[src/rtl/ddr_seq_pkg.sv]
// Shared command encodings and sequencer states for the SDRAM command sequencer.
// Assumes a single-rank device addressed through chip-select, RAS, CAS and WE.
package ddr_seq_pkg;

    // {cs_n, ras_n, cas_n, we_n}
    typedef enum logic [3:0] {
        CMD_NOP = 4'b0111,
        CMD_ACT = 4'b0011,
        CMD_RD  = 4'b0101,
        CMD_WR  = 4'b0100,
        CMD_PRE = 4'b0010
    } ddr_cmd_e;

    typedef enum logic [1:0] {
        S_IDLE,
        S_RP,
        S_RCD,
        S_GAP
    } seq_state_e;

    // Address line that carries the auto-precharge flag on column commands.
    localparam int AP_BIT = 10;

endpackage

[src/rtl/ddr_addr_split.sv]
// Splits a flat word address into row, bank and column fields.
// Assumes the layout {row, bank, col}, column in the least significant bits.
module ddr_addr_split #(
    parameter int ROW_W  = 13,
    parameter int BANK_W = 2,
    parameter int COL_W  = 10
) (
    input  logic [ROW_W+BANK_W+COL_W-1:0] addr,
    output logic [ROW_W-1:0]              row,
    output logic [BANK_W-1:0]             bank,
    output logic [COL_W-1:0]              col
);
    localparam int BANK_LSB = COL_W;
    localparam int ROW_LSB  = COL_W + BANK_W;

    // Pure field slicing.
    always_comb begin
        col  = addr[COL_W-1:0];
        bank = addr[BANK_LSB +: BANK_W];
        row  = addr[ROW_LSB +: ROW_W];
    end
endmodule

[src/rtl/ddr_row_tracker.sv]
// Keeps one open/closed flag and one row register per bank.
// Assumes that open and close never target the same bank in one cycle.
module ddr_row_tracker #(
    parameter int ROW_W  = 13,
    parameter int BANK_W = 2
) (
    input  logic              clk,
    input  logic              rst_n,
    input  logic [BANK_W-1:0] lk_bank,
    input  logic [ROW_W-1:0]  lk_row,
    output logic              lk_open,
    output logic              lk_hit,
    input  logic              act_en,
    input  logic [BANK_W-1:0] act_bank,
    input  logic [ROW_W-1:0]  act_row,
    input  logic              close_en,
    input  logic [BANK_W-1:0] close_bank
);
    localparam int NBANK = 1 << BANK_W;

    logic [NBANK-1:0] open_q;
    logic [ROW_W-1:0] row_q [NBANK];

    for (genvar b = 0; b < NBANK; b++) begin : g_bank
        // Per-bank state: set by ACTIVE, cleared by precharge of this bank.
        always_ff @(posedge clk) begin
            if (!rst_n) begin
                open_q[b] <= 1'b0;
                row_q[b]  <= '0;
            end else if (act_en && act_bank == BANK_W'(b)) begin
                open_q[b] <= 1'b1;
                row_q[b]  <= act_row;
            end else if (close_en && close_bank == BANK_W'(b)) begin
                open_q[b] <= 1'b0;
            end
        end
    end

    // Lookup of the bank under consideration.
    always_comb begin
        lk_open = open_q[lk_bank];
        lk_hit  = open_q[lk_bank] && (row_q[lk_bank] == lk_row);
    end


    act_opens_chk: assert property (@(posedge clk) disable iff (!rst_n)
        act_en |=> open_q[$past(act_bank)]);

endmodule

[src/rtl/ddr_rd_window.sv]
// Produces the read-data window: high CAS_LAT cycles after a READ, for BEATS cycles.
// Assumes reads are spaced at least BURST_LEN/2 cycles apart, and CAS_LAT >= 2.
module ddr_rd_window #(
    parameter int CAS_LAT   = 3,
    parameter int BURST_LEN = 4
) (
    input  logic clk,
    input  logic rst_n,
    input  logic rd_fire,
    output logic rd_valid
);
    localparam int BEATS = BURST_LEN / 2;
    localparam int BC_W  = $clog2(BEATS + 1);

    logic [CAS_LAT-1:0] dl_q;
    logic [BC_W-1:0]    bcnt_q;

    // Delay line from the READ decision to the start of the data window.
    always_ff @(posedge clk) begin
        if (!rst_n) dl_q <= '0;
        else        dl_q <= {dl_q[CAS_LAT-2:0], rd_fire};
    end

    // Beat counter that holds the window open for BEATS cycles.
    always_ff @(posedge clk) begin
        if (!rst_n)                bcnt_q <= '0;
        else if (dl_q[CAS_LAT-1])  bcnt_q <= BC_W'(BEATS);
        else if (bcnt_q != '0)     bcnt_q <= bcnt_q - 1'b1;
    end

    assign rd_valid = (bcnt_q != '0);
endmodule

[src/rtl/ddr_seq_fsm.sv]
// Sequencer: classifies each accepted request as hit, closed or miss, and steps through
// PRECHARGE / ACTIVE / column commands with the grade-dependent waits.
// Assumes tRCD and tRP are at least 2, and the column field is at most 10 bits wide.
module ddr_seq_fsm
    import ddr_seq_pkg::*;
#(
    parameter int ROW_W      = 13,
    parameter int BANK_W     = 2,
    parameter int COL_W      = 10,
    parameter int BURST_LEN  = 4,
    parameter int TRCD_FAST  = 3,
    parameter int TRCD_SLOW  = 4,
    parameter int TRP_FAST   = 3,
    parameter int TRP_SLOW   = 4
) (
    input  logic              clk,
    input  logic              rst_n,
    input  logic              grade_slow,
    input  logic              req_valid,
    output logic              req_ready,
    input  logic              req_write,
    input  logic              req_ap,
    input  logic [BANK_W-1:0] req_bank,
    input  logic [ROW_W-1:0]  req_row,
    input  logic [COL_W-1:0]  req_col,
    output logic [BANK_W-1:0] cur_bank,
    output logic [ROW_W-1:0]  cur_row,
    input  logic              trk_open,
    input  logic              trk_hit,
    output logic              fire_act,
    output logic              fire_close,
    output logic              rd_fire,
    output ddr_cmd_e          cmd_q,
    output logic [BANK_W-1:0] ba_q,
    output logic [ROW_W-1:0]  a_q
);
    localparam int BEATS = BURST_LEN / 2;
    localparam int CNT_W = 5;

    seq_state_e        state_q;
    logic [CNT_W-1:0]  cnt_q;
    logic              wr_q, ap_q, slow_q;
    logic [BANK_W-1:0] bank_q;
    logic [ROW_W-1:0]  row_q;
    logic [COL_W-1:0]  col_q;

    logic              accept, fire_pre, fire_col;
    logic              cur_wr, cur_ap, cur_slow;
    logic [COL_W-1:0]  cur_col;
    logic [CNT_W-1:0]  trcd, trp, gap;
    ddr_cmd_e          nxt_cmd;
    logic [ROW_W-1:0]  nxt_a;

    assign req_ready = (state_q == S_IDLE);
    assign accept    = req_valid && req_ready;

    // Fields of the request being worked on: the new one at acceptance, else the held one.
    always_comb begin
        cur_bank = accept ? req_bank   : bank_q;
        cur_row  = accept ? req_row    : row_q;
        cur_col  = accept ? req_col    : col_q;
        cur_wr   = accept ? req_write  : wr_q;
        cur_ap   = accept ? req_ap     : ap_q;
        cur_slow = accept ? grade_slow : slow_q;
        trcd     = cur_slow ? CNT_W'(TRCD_SLOW) : CNT_W'(TRCD_FAST);
        trp      = cur_slow ? CNT_W'(TRP_SLOW)  : CNT_W'(TRP_FAST);
        gap      = CNT_W'(BEATS) + (cur_ap ? trp : '0);
    end

    // Which command, if any, issues at the coming edge.
    always_comb begin
        fire_pre   = accept && trk_open && !trk_hit;
        fire_act   = (accept && !trk_open) || (state_q == S_RP && cnt_q == '0);
        fire_col   = (accept && trk_hit)   || (state_q == S_RCD && cnt_q == '0);
        fire_close = fire_pre || (fire_col && cur_ap);
        rd_fire    = fire_col && !cur_wr;
    end

    // Command and address values for the bus register.
    always_comb begin
        nxt_cmd = CMD_NOP;
        nxt_a   = '0;
        if (fire_pre) begin
            nxt_cmd = CMD_PRE;
        end else if (fire_act) begin
            nxt_cmd = CMD_ACT;
            nxt_a   = cur_row;
        end else if (fire_col) begin
            nxt_cmd = cur_wr ? CMD_WR : CMD_RD;
            nxt_a[COL_W-1:0] = cur_col;
            nxt_a[AP_BIT]    = cur_ap;
        end
    end

    // Holds the accepted request for the later steps of its sequence.
    always_ff @(posedge clk) begin
        if (!rst_n) begin
            wr_q   <= 1'b0;
            ap_q   <= 1'b0;
            slow_q <= 1'b0;
            bank_q <= '0;
            row_q  <= '0;
            col_q  <= '0;
        end else if (accept) begin
            wr_q   <= req_write;
            ap_q   <= req_ap;
            slow_q <= grade_slow;
            bank_q <= req_bank;
            row_q  <= req_row;
            col_q  <= req_col;
        end
    end

    // State and wait counter.
    always_ff @(posedge clk) begin
        if (!rst_n) begin
            state_q <= S_IDLE;
            cnt_q   <= '0;
        end else if (fire_pre) begin
            state_q <= S_RP;
            cnt_q   <= trp - 1'b1;
        end else if (fire_act) begin
            state_q <= S_RCD;
            cnt_q   <= trcd - 1'b1;
        end else if (fire_col) begin
            if (gap == CNT_W'(1)) begin
                state_q <= S_IDLE;
            end else begin
                state_q <= S_GAP;
                cnt_q   <= gap - CNT_W'(2);
            end
        end else if (state_q == S_GAP && cnt_q == '0) begin
            state_q <= S_IDLE;
        end else if (state_q != S_IDLE) begin
            cnt_q <= cnt_q - 1'b1;
        end
    end

    // Registered bus outputs; NOP whenever nothing fires.
    always_ff @(posedge clk) begin
        if (!rst_n) begin
            cmd_q <= CMD_NOP;
            ba_q  <= '0;
            a_q   <= '0;
        end else begin
            cmd_q <= nxt_cmd;
            ba_q  <= cur_bank;
            a_q   <= nxt_a;
        end
    end


    act_needs_closed_chk: assert property (@(posedge clk) disable iff (!rst_n)
        fire_act |-> !trk_open);


    col_needs_hit_chk: assert property (@(posedge clk) disable iff (!rst_n)
        fire_col |-> trk_hit);


    pre_then_nop_chk: assert property (@(posedge clk) disable iff (!rst_n)
        (cmd_q == CMD_PRE) |=> (cmd_q == CMD_NOP));


    act_then_nop_chk: assert property (@(posedge clk) disable iff (!rst_n)
        (cmd_q == CMD_ACT) |=> (cmd_q == CMD_NOP));

endmodule

[src/rtl/ddr_bank_seq.sv]
// Top of the SDRAM command sequencer: address split, per-bank row tracker,
// command sequencer and read-window generator.
// Assumes one request in flight at a time and a fixed burst length.
module ddr_bank_seq #(
    parameter int ROW_W     = 13,
    parameter int BANK_W    = 2,
    parameter int COL_W     = 10,
    parameter int BURST_LEN = 4,
    parameter int CAS_LAT   = 3,
    parameter int TRCD_FAST = 3,
    parameter int TRCD_SLOW = 4,
    parameter int TRP_FAST  = 3,
    parameter int TRP_SLOW  = 4
) (
    input  logic                          clk,
    input  logic                          rst_n,
    input  logic                          grade_slow,
    input  logic                          req_valid,
    output logic                          req_ready,
    input  logic                          req_write,
    input  logic                          req_ap,
    input  logic [ROW_W+BANK_W+COL_W-1:0] req_addr,
    output logic                          cmd_cs_n,
    output logic                          cmd_ras_n,
    output logic                          cmd_cas_n,
    output logic                          cmd_we_n,
    output logic [BANK_W-1:0]             cmd_ba,
    output logic [ROW_W-1:0]              cmd_a,
    output logic                          rd_valid
);
    import ddr_seq_pkg::*;

    logic [ROW_W-1:0]  s_row, cur_row;
    logic [BANK_W-1:0] s_bank, cur_bank;
    logic [COL_W-1:0]  s_col;
    logic              trk_open, trk_hit, fire_act, fire_close, rd_fire;
    ddr_cmd_e          cmd_q;

    ddr_addr_split #(.ROW_W(ROW_W), .BANK_W(BANK_W), .COL_W(COL_W)) u_split (
        .addr (req_addr),
        .row  (s_row),
        .bank (s_bank),
        .col  (s_col)
    );

    ddr_row_tracker #(.ROW_W(ROW_W), .BANK_W(BANK_W)) u_trk (
        .clk        (clk),
        .rst_n      (rst_n),
        .lk_bank    (cur_bank),
        .lk_row     (cur_row),
        .lk_open    (trk_open),
        .lk_hit     (trk_hit),
        .act_en     (fire_act),
        .act_bank   (cur_bank),
        .act_row    (cur_row),
        .close_en   (fire_close),
        .close_bank (cur_bank)
    );

    ddr_seq_fsm #(
        .ROW_W(ROW_W), .BANK_W(BANK_W), .COL_W(COL_W), .BURST_LEN(BURST_LEN),
        .TRCD_FAST(TRCD_FAST), .TRCD_SLOW(TRCD_SLOW),
        .TRP_FAST(TRP_FAST), .TRP_SLOW(TRP_SLOW)
    ) u_fsm (
        .clk        (clk),
        .rst_n      (rst_n),
        .grade_slow (grade_slow),
        .req_valid  (req_valid),
        .req_ready  (req_ready),
        .req_write  (req_write),
        .req_ap     (req_ap),
        .req_bank   (s_bank),
        .req_row    (s_row),
        .req_col    (s_col),
        .cur_bank   (cur_bank),
        .cur_row    (cur_row),
        .trk_open   (trk_open),
        .trk_hit    (trk_hit),
        .fire_act   (fire_act),
        .fire_close (fire_close),
        .rd_fire    (rd_fire),
        .cmd_q      (cmd_q),
        .ba_q       (cmd_ba),
        .a_q        (cmd_a)
    );

    ddr_rd_window #(.CAS_LAT(CAS_LAT), .BURST_LEN(BURST_LEN)) u_rdw (
        .clk      (clk),
        .rst_n    (rst_n),
        .rd_fire  (rd_fire),
        .rd_valid (rd_valid)
    );

    assign {cmd_cs_n, cmd_ras_n, cmd_cas_n, cmd_we_n} = cmd_q;

endmodule

[config.mk]
export PLATFORM = sky130hd
export DESIGN_NAME = ddr_bank_seq
export DESIGN_NICKNAME = d
export VERILOG_FILES = /design/src/rtl/ddr_seq_pkg.sv /design/src/rtl/ddr_addr_split.sv /design/src/rtl/ddr_row_tracker.sv /design/src/rtl/ddr_rd_window.sv /design/src/rtl/ddr_seq_fsm.sv /design/src/rtl/ddr_bank_seq.sv
export SDC_FILE = /design/constraint.sdc
export NUM_CORES = 1
export LEC_CHECK = 0
export BUFFER_PORTS_ARGS = -buffer_cell sky130_fd_sc_hd__buf_4
export CAP_MARGIN = 40
export CORE_UTILIZATION = 26
export DETAILED_ROUTE_END_ITERATION = 8
export GPL_TIMING_DRIVEN = 0
export HOLD_SLACK_MARGIN = 0.05
export SLEW_MARGIN = 5
export SYNTH_ARGS = -nofsm -noshare
export SYNTH_HDL_FRONTEND = slang
export SYNTH_HIERARCHICAL = 1
export SYNTH_SLANG_ARGS = --single-unit
export TNS_END_PERCENT = 100
[constraint.sdc]
create_clock -name clk -period 4 [get_ports clk]
set_input_delay 0.2 -clock clk [delete_from_list [all_inputs] [get_ports clk]]
set_output_delay 0.2 -clock clk [all_outputs]
set_load 0.1 [all_outputs]
==> reports/qor.yml, run 1 <==
grt_overflow: 0
worstSetupEndpointType: "register"
synth-simple-area-share: 0.156
timing.rr.start: "u_fsm/state_q[0]"
die_h_um: 142
max-cap-violations: 0
r2r-end: "u_trk/row_q[1][4]"
drtPass1Iterations: 5
ys_types: 54
violations: "setup timing"
initial_core_util: 0.268
wirelength_mm: 11.8
path_clk_slew_ns: 0.07
peakVddDrop_uv: 341
async_flop_share: 0
maxClockFrequency_mhz: 248
layout_commonest_cell: "buf_4"
vias: 3406
drc_errors: 0
area_growth_pct: 24.5
rr_worst_depth: 14
muxShareOfSynthArea: 0.123
report.final.setup_viol: 13
clock-sinks: 112
whs_ns: 0.105
drt.antenna.violating_nets: 0
dp_slack_ns: -0.793
synth-seq-area-share: 0.545
layout.cells.non_filler: 758
synth_edf_count: 52
synth-seq-cells: 112
syn-cell-area_sq_um: 5070
die_area_sq_um: 20100
drive_gt1_frac: 0.307
clk_latency_ns: 0.35
finalHoldViolCount: 0
clockBufferDepth: 2
hold_class: "primary input to register"
setup_slack_ns: -0.0272
required_ns: 4.22
p_leak_nw: 2.51
skew_ns: 0.00510
drt_iter0_drc: 163
ys.flop_type: "dfxtp_1"
hold_path_depth: 2
syn_area_per_cell_sq_um: 11.8
cts_hold_buf: 0
synthAdderAreaFrac: 0.00247
synth_xor_area_frac: 0.0277
crit_path_max_fanout: 10
grt.total_usage: 0.119
synth-compound-area-share: 0.0667
mostFrequentLayoutCells: "buf_4, and2_1, dfxtp_1"
worst-setup-path-type: "register to register"
ys_warn_count: 6
dp_hpwl_mm: 7.72
grt_pass1_vias: 3391
hold-path-endpoint: "u_rdw/dl_q[0]"
grt_pass1_wl_mm: 18.0
numCtsBuffers: 9
worstHoldStart: "rst_n"
rsz0062_at_grt: "yes"
maxSlewHeadroom: 0.412
fp.coreArea_sq_um: 18900
start_kind: "register"
fillCellCount: 1906
cts_tree: "built"
syn_nets: 463
portBuffers: 25
worst_pin_slew_ns: 0.882
vias_per_cell: 4.49
p_per_area_nw_per_um2: 692
h-tree-depth: 3
maxSlewViolCount: 0
fp.dieW_um: 142
finalPower_mw: 4.36
arrival_ns: 4.24
wl_per_cell_um: 15.5
diodes: 0
synth_top_family_by_area: "simple AND/OR/NAND/NOR gates"
core.rowCount: 50
status: "finished with violations"
final_nets: 525
dp_cells: 716
fin_crit_ns: 4.03
io_pins: 52
syn_inst: 431
period_share: 1.01
cts-root-buf: "clkbuf_16"
grt_max_degree: 17
place.gp.congestion: 0.803
r2r_slack_ns: -0.03
antenna_found_initial: 0
[how the worst max path moves through the flow]
stage / startpoint / endpoint / slack [ns]
2_1_floorplan: u_fsm/state_q[0] / u_trk/row_q[0][0] / 0.02
3_3_place_gp: u_fsm/state_q[0] / u_trk/row_q[2][5] / -1.20
3_5_place_dp: u_fsm/state_q[0] / u_trk/open_q[0] / -0.79
4_1_cts: u_fsm/state_q[0] / u_trk/open_q[0] / 0.02
5_1_grt: u_fsm/state_q[0] / u_trk/open_q[0] / -0.17
6_report: u_fsm/state_q[0] / u_trk/row_q[1][4] / -0.03
[kinds of logic after synthesis]
kind of cell / Yosys count
AND/OR/NAND/NOR: 141
flip-flops: 112
buffers and inverters: 68
AO/OA/AOI/OAI: 48
multiplexers: 44
XOR/XNOR: 16
adder cells (fa/ha/maj): 1
other: 1
[report_power, final]
part	total [mW]	switching [mW]	internal, mW
clock network	0.873	0.383	0.490
logic	1.98	1.21	0.770
registers	1.51	0.0832	1.43
total	4.36	1.68	2.69
[worst max-delay path, stage by stage (launching register included)]
cell and delay, ns:
dfxtp_2 0.32, buf_6 0.12, nor3b_4 0.24, buf_6 0.16, mux2_4 0.34, buf_8 0.15, buf_12 0.13, mux4_1 0.62
inv_1 0.14, a22o_1 0.15, and2_1 0.21, nand2_1 0.13, nor3b_1 0.60, clkbuf_2 0.40, and2_1 0.17
[layer usage]
metal	track usage	wire length (um)	part of all wire	vias up
met4	0.0515	290	0.025	0
met1	0.143	4950	0.42	1650
met3	0.0196	561	0.048	19
met2	0.207	5970	0.51	114
met5	0	0	0	-
li1	-	-	-	1623
[what timing repair did]
action / CTS / global route
pin swaps: 7 / 16
endpoints found under the hold margin: 0 / 0
gates resized for setup: 18 / 33
cloned: 0 / 2
endpoints found under the setup margin: 117 / 56
buffers inserted: 7 / 18
[stage by stage]
| stage | cell area (sq um) | util | TNS [ns] |
|---|---|---|---|
| after detailed placement | 5610 | 0.297 | -31.31 |
| after global routing | 6310 | 0.334 | -5.51 |
| after CTS | 6010 | 0.318 | 0 |
| after floorplan | 5080 | - | 0 |
| after global placement | 5600 | 0.296 | -52.65 |
| final | 6310 | 0.334 | -0.249 |
[synthesized netlist by cell type (2+ instances only)]
cell / n / share of area
nand3_1: 4 / 0.0040
inv_1: 20 / 0.015
and2_1: 60 / 0.074
mux2i_1: 30 / 0.059
nand2_1: 16 / 0.012
dfxtp_1: 60 / 0.24
nor2b_1: 4 / 0.0049
a32o_1: 2 / 0.0040
a31oi_1: 4 / 0.0049
buf_4: 29 / 0.043
o22ai_1: 12 / 0.015
nand2b_1: 2 / 0.0025
clkbuf_1: 10 / 0.0074
mux4_2: 4 / 0.018
buf_2: 6 / 0.0059
a221oi_1: 3 / 0.0052
nor3_1: 4 / 0.0040
xnor2_1: 14 / 0.024
edfxtp_1: 52 / 0.31
nor2_1: 31 / 0.023
mux2_2: 2 / 0.0044
xor2_1: 2 / 0.0035
a21oi_1: 5 / 0.0049
nand4_1: 4 / 0.0049
a31o_2: 5 / 0.0086
or3_1: 2 / 0.0025
mux4_1: 8 / 0.041
nand3b_1: 3 / 0.0044
o21ai_0: 8 / 0.0079
[cell type report]
type,instances,area (sq um),share of cell area
Sequential cell,112,2770,0.439
Clock buffer,13,282,0.0446
Clock inverter,3,12.5,0.00198
Buffer,48,358,0.0567
Tap cell,260,325,0.0516
Inverter,20,75.1,0.0119
Multi-Input combinational cell,251,2080,0.330
Timing Repair Buffer,51,408,0.0647
[state kept, by name, indices dropped and copies added (netlist names)]
signal         count
u_rdw/bcnt_q       2
u_fsm/ba_q         2
u_fsm/state_q      2
u_fsm/col_q       10
u_fsm/a_q         13
u_trk/row_q       52
u_fsm/ap_q         1
u_rdw/dl_q         3
u_trk/open_q       4
u_fsm/cnt_q        5
u_fsm/row_q       13
u_fsm/wr_q         1
u_fsm/slow_q       1
u_fsm/cmd_q        3
Power figures use the tool's default switching activity.
==> inputs of run 2 (changes only) <==
CORE_MARGIN = 2   (was default)
CTS_CLUSTER_SIZE = 20   (was default)
MAX_ROUTING_LAYER = met4   (was default)
==> reports/qor.yml, run 2 (synthesis gave the netlist of run 1 again) <==
io_pins: 52  # unchanged
cts_tree: "built"  # unchanged
layout_commonest_cell: "buf_4"  # unchanged
place.gp.congestion: 0.833  # was 0.803
cp.buffers_inverters: 6  # unchanged
multi_input_area_sq_um: 2000  # was 2080 sq um
worstHoldStart: "rst_n"  # unchanged
setup_slack_ns: 0.0706  # was -0.0272 ns
largest_reg_flops: 52  # unchanged
grt_pass1_vias: 3506  # was 3391
wirelength_mm: 11.9  # was 11.8 mm
clockBufferDepth: 2  # unchanged
largest_registers: "u_trk/row_q (52), u_fsm/a_q (13), u_fsm/row_q (13)"  # unchanged
start_kind: "register"  # unchanged
r2r_slack_ns: 0.07  # was -0.03 ns
hold_path_depth: 2  # unchanged
dp_slack_ns: -0.754  # was -0.793 ns
path_clk_slew_ns: 0.07  # about the same
rr_worst_depth: 16  # was 14
die_h_um: 144  # was 142 um
top_register: "u_trk/row_q"  # unchanged
maxSlewHeadroom: 0.443  # was 0.412
grt_pass1_wl_mm: 18.9  # was 18.0 mm
drt_iter0_drc: 211  # was 163
critPathSlowestCell: "mux4_2"  # was mux4_1
wl_per_cell_um: 15.8  # was 15.5 um
seq_area_sq_um: 2770  # unchanged
r2r-end: "u_fsm/cnt_q[2]"  # was u_trk/row_q[1][4]
fin_util: 0.322  # was 0.334
fillCellCount: 1971  # was 1906
h-tree-depth: 3  # unchanged
max-cap-violations: 0  # unchanged
grt_overflow: 0  # unchanged
core.rowCount: 51  # was 50
critPathLaunch: "u_fsm/state_q[0]"  # unchanged
dp_hpwl_mm: 8.00  # was 7.72 mm
grt_max_degree: 19  # was 17
fp.dieW_um: 144  # was 142 um
clock-sinks: 112  # unchanged
drc_errors: 0  # unchanged
hold-path-endpoint: "u_rdw/dl_q[1]"  # was u_rdw/dl_q[0]
drive_gt1_frac: 0.270  # was 0.307
arrival_ns: 4.19  # was 4.24 ns
mostFrequentLayoutCells: "buf_4, and2_1, dfxtp_1"  # unchanged
skew_ns: 0.00656  # was 0.00510 ns
rsz0062_at_grt: "yes"  # unchanged
drt.antenna.violating_nets: 0  # unchanged
area_growth_pct: 22.4  # was 24.5%
worstSetupEndpointType: "register"  # unchanged
finalPower_mw: 4.38  # was 4.36 mW
setup-tns-final_ns: 0  # was -0.249 ns
period_share: 0.982  # was 1.01
grt.total_usage: 0.124  # was 0.119
portBuffers: 25  # unchanged
vias: 3397  # was 3406
report.final.setup_viol: 0  # was 13
status: "finished, final reports clean"  # was finished with violations
p_per_area_nw_per_um2: 706  # was 692 nW/um^2
worstPathCellList: "buf_6 > nor3b_4 > buf_6 > mux2_4 > buf_12 > buf_8 > mux4_2 > xnor2_2 > nand4_1 > a2111oi_4 > buf_4 > buf_4 > nand2_1 > a32o_1 > or3_1 > a21oi_1"  # was buf_6 > nor3b_4 > buf_6 > mux2_4 > buf_8 > buf_12 > mux4_1 > inv_1 > a22o_1 > and2_1 > nand2_1 > nor3b_1 > clkbuf_2 > and2_1
numCtsBuffers: 9  # unchanged
cts-root-buf: "clkbuf_16"  # unchanged
initial_core_util: 0.263  # was 0.268
drtPass1Iterations: 4  # was 5
timing.rr.start: "u_fsm/state_q[0]"  # unchanged
diodes: 0  # unchanged
hold_class: "primary input to register"  # unchanged
maxSlewViolCount: 0  # unchanged
peakVddDrop_uv: 351  # was 341 uV
cpPeakStageDelay_ns: 0.44  # was 0.62 ns
fp.coreArea_sq_um: 19300  # was 18900 sq um
clk_latency_ns: 0.35  # about the same
cp_top_family: "compound AO/OA/AOI/OAI gates"  # was simple AND/OR/NAND/NOR gates
crit_path_max_fanout: 6  # was 10
maxClockFrequency_mhz: 254  # was 248 MHz
worst-setup-path-type: "register to register"  # unchanged
die_area_sq_um: 20600  # was 20100 sq um
vias_per_cell: 4.49  # about the same
worst_pin_slew_ns: 0.836  # was 0.882 ns
fin_crit_ns: 3.93  # was 4.03 ns
p_leak_nw: 2.45  # was 2.51 nW
finalHoldViolCount: 0  # unchanged
required_ns: 4.26  # was 4.22 ns
antenna_found_initial: 0  # unchanged
final_nets: 519  # was 525
==> run 2: changes by cell type in the layout (fill, tap and decap cells not counted), moves of 2 or more <==
| cell | before | now |
|---|---|---|
| clkbuf_2 | 4 | 1 |
| buf_4 | 77 | 74 |
| clkinv_1 | 2 | 0 |
| o22ai_2 | 11 | 1 |
| buf_6 | 6 | 3 |
| clkbuf_1 | 7 | 9 |
| buf_8 | 1 | 3 |
| o22ai_1 | 1 | 11 |
==> run 2: layout make-up <==
cell class / instances / area share
well taps: 265 / 0.0534
flip-flops and latches: 112 / 0.446
repair buffers: 48 / 0.0605
clock buffers: 12 / 0.0432
multi-input cells: 251 / 0.323
inverters: 20 / 0.0121
plain buffers: 45 / 0.0528
clock inverters: 4 / 0.00928
==> run 2: layer usage <==
layer	routed length [um]	part of all wire	track usage
met1	5080	0.43	0.149
met2	5980	0.50	0.205
met3	546	0.046	0.0223
met4	337	0.028	0.0573
met5	0	0	-
==> run 2: worst max-delay path by stage <==
stage | endpoint | slack [ns] | cells past startpoint
after floorplan | u_trk/row_q[0][0] | 0.02 | 12
after global placement | u_trk/row_q[0][7] | -1.26 | 12
after detailed placement | u_trk/open_q[0] | -0.75 | 15
after CTS | u_trk/open_q[0] | 0.006 | 15
after global routing | u_fsm/cnt_q[2] | -0.03 | 16
final | u_fsm/cnt_q[2] | 0.07 | 16
==> run 2: stage by stage <==
step	instances	cell area [sq um]	hold WS [ns]
after floorplan	431	5080	0.322
after global placement	721	5600	0.416
after detailed placement	722	5630	0.420
after CTS	749	6070	0.0911
after global routing	757	6200	0.109
final	757	6200	0.102
==> run 2: power breakdown <==
part / internal (mW) / switching (mW)
logic: 0.728 / 1.17
registers: 1.43 / 0.0832
clock network: 0.547 / 0.422
==> run 2: what timing repair did <==
| item | CTS | global route |
|---|---|---|
| resized for setup | 15 | 22 |
| pin swaps | 6 | 10 |
| hold buffers | 0 | 0 |
| buffers inserted | 12 | 10 |
| endpoints found under the setup margin | 89 | 42 |
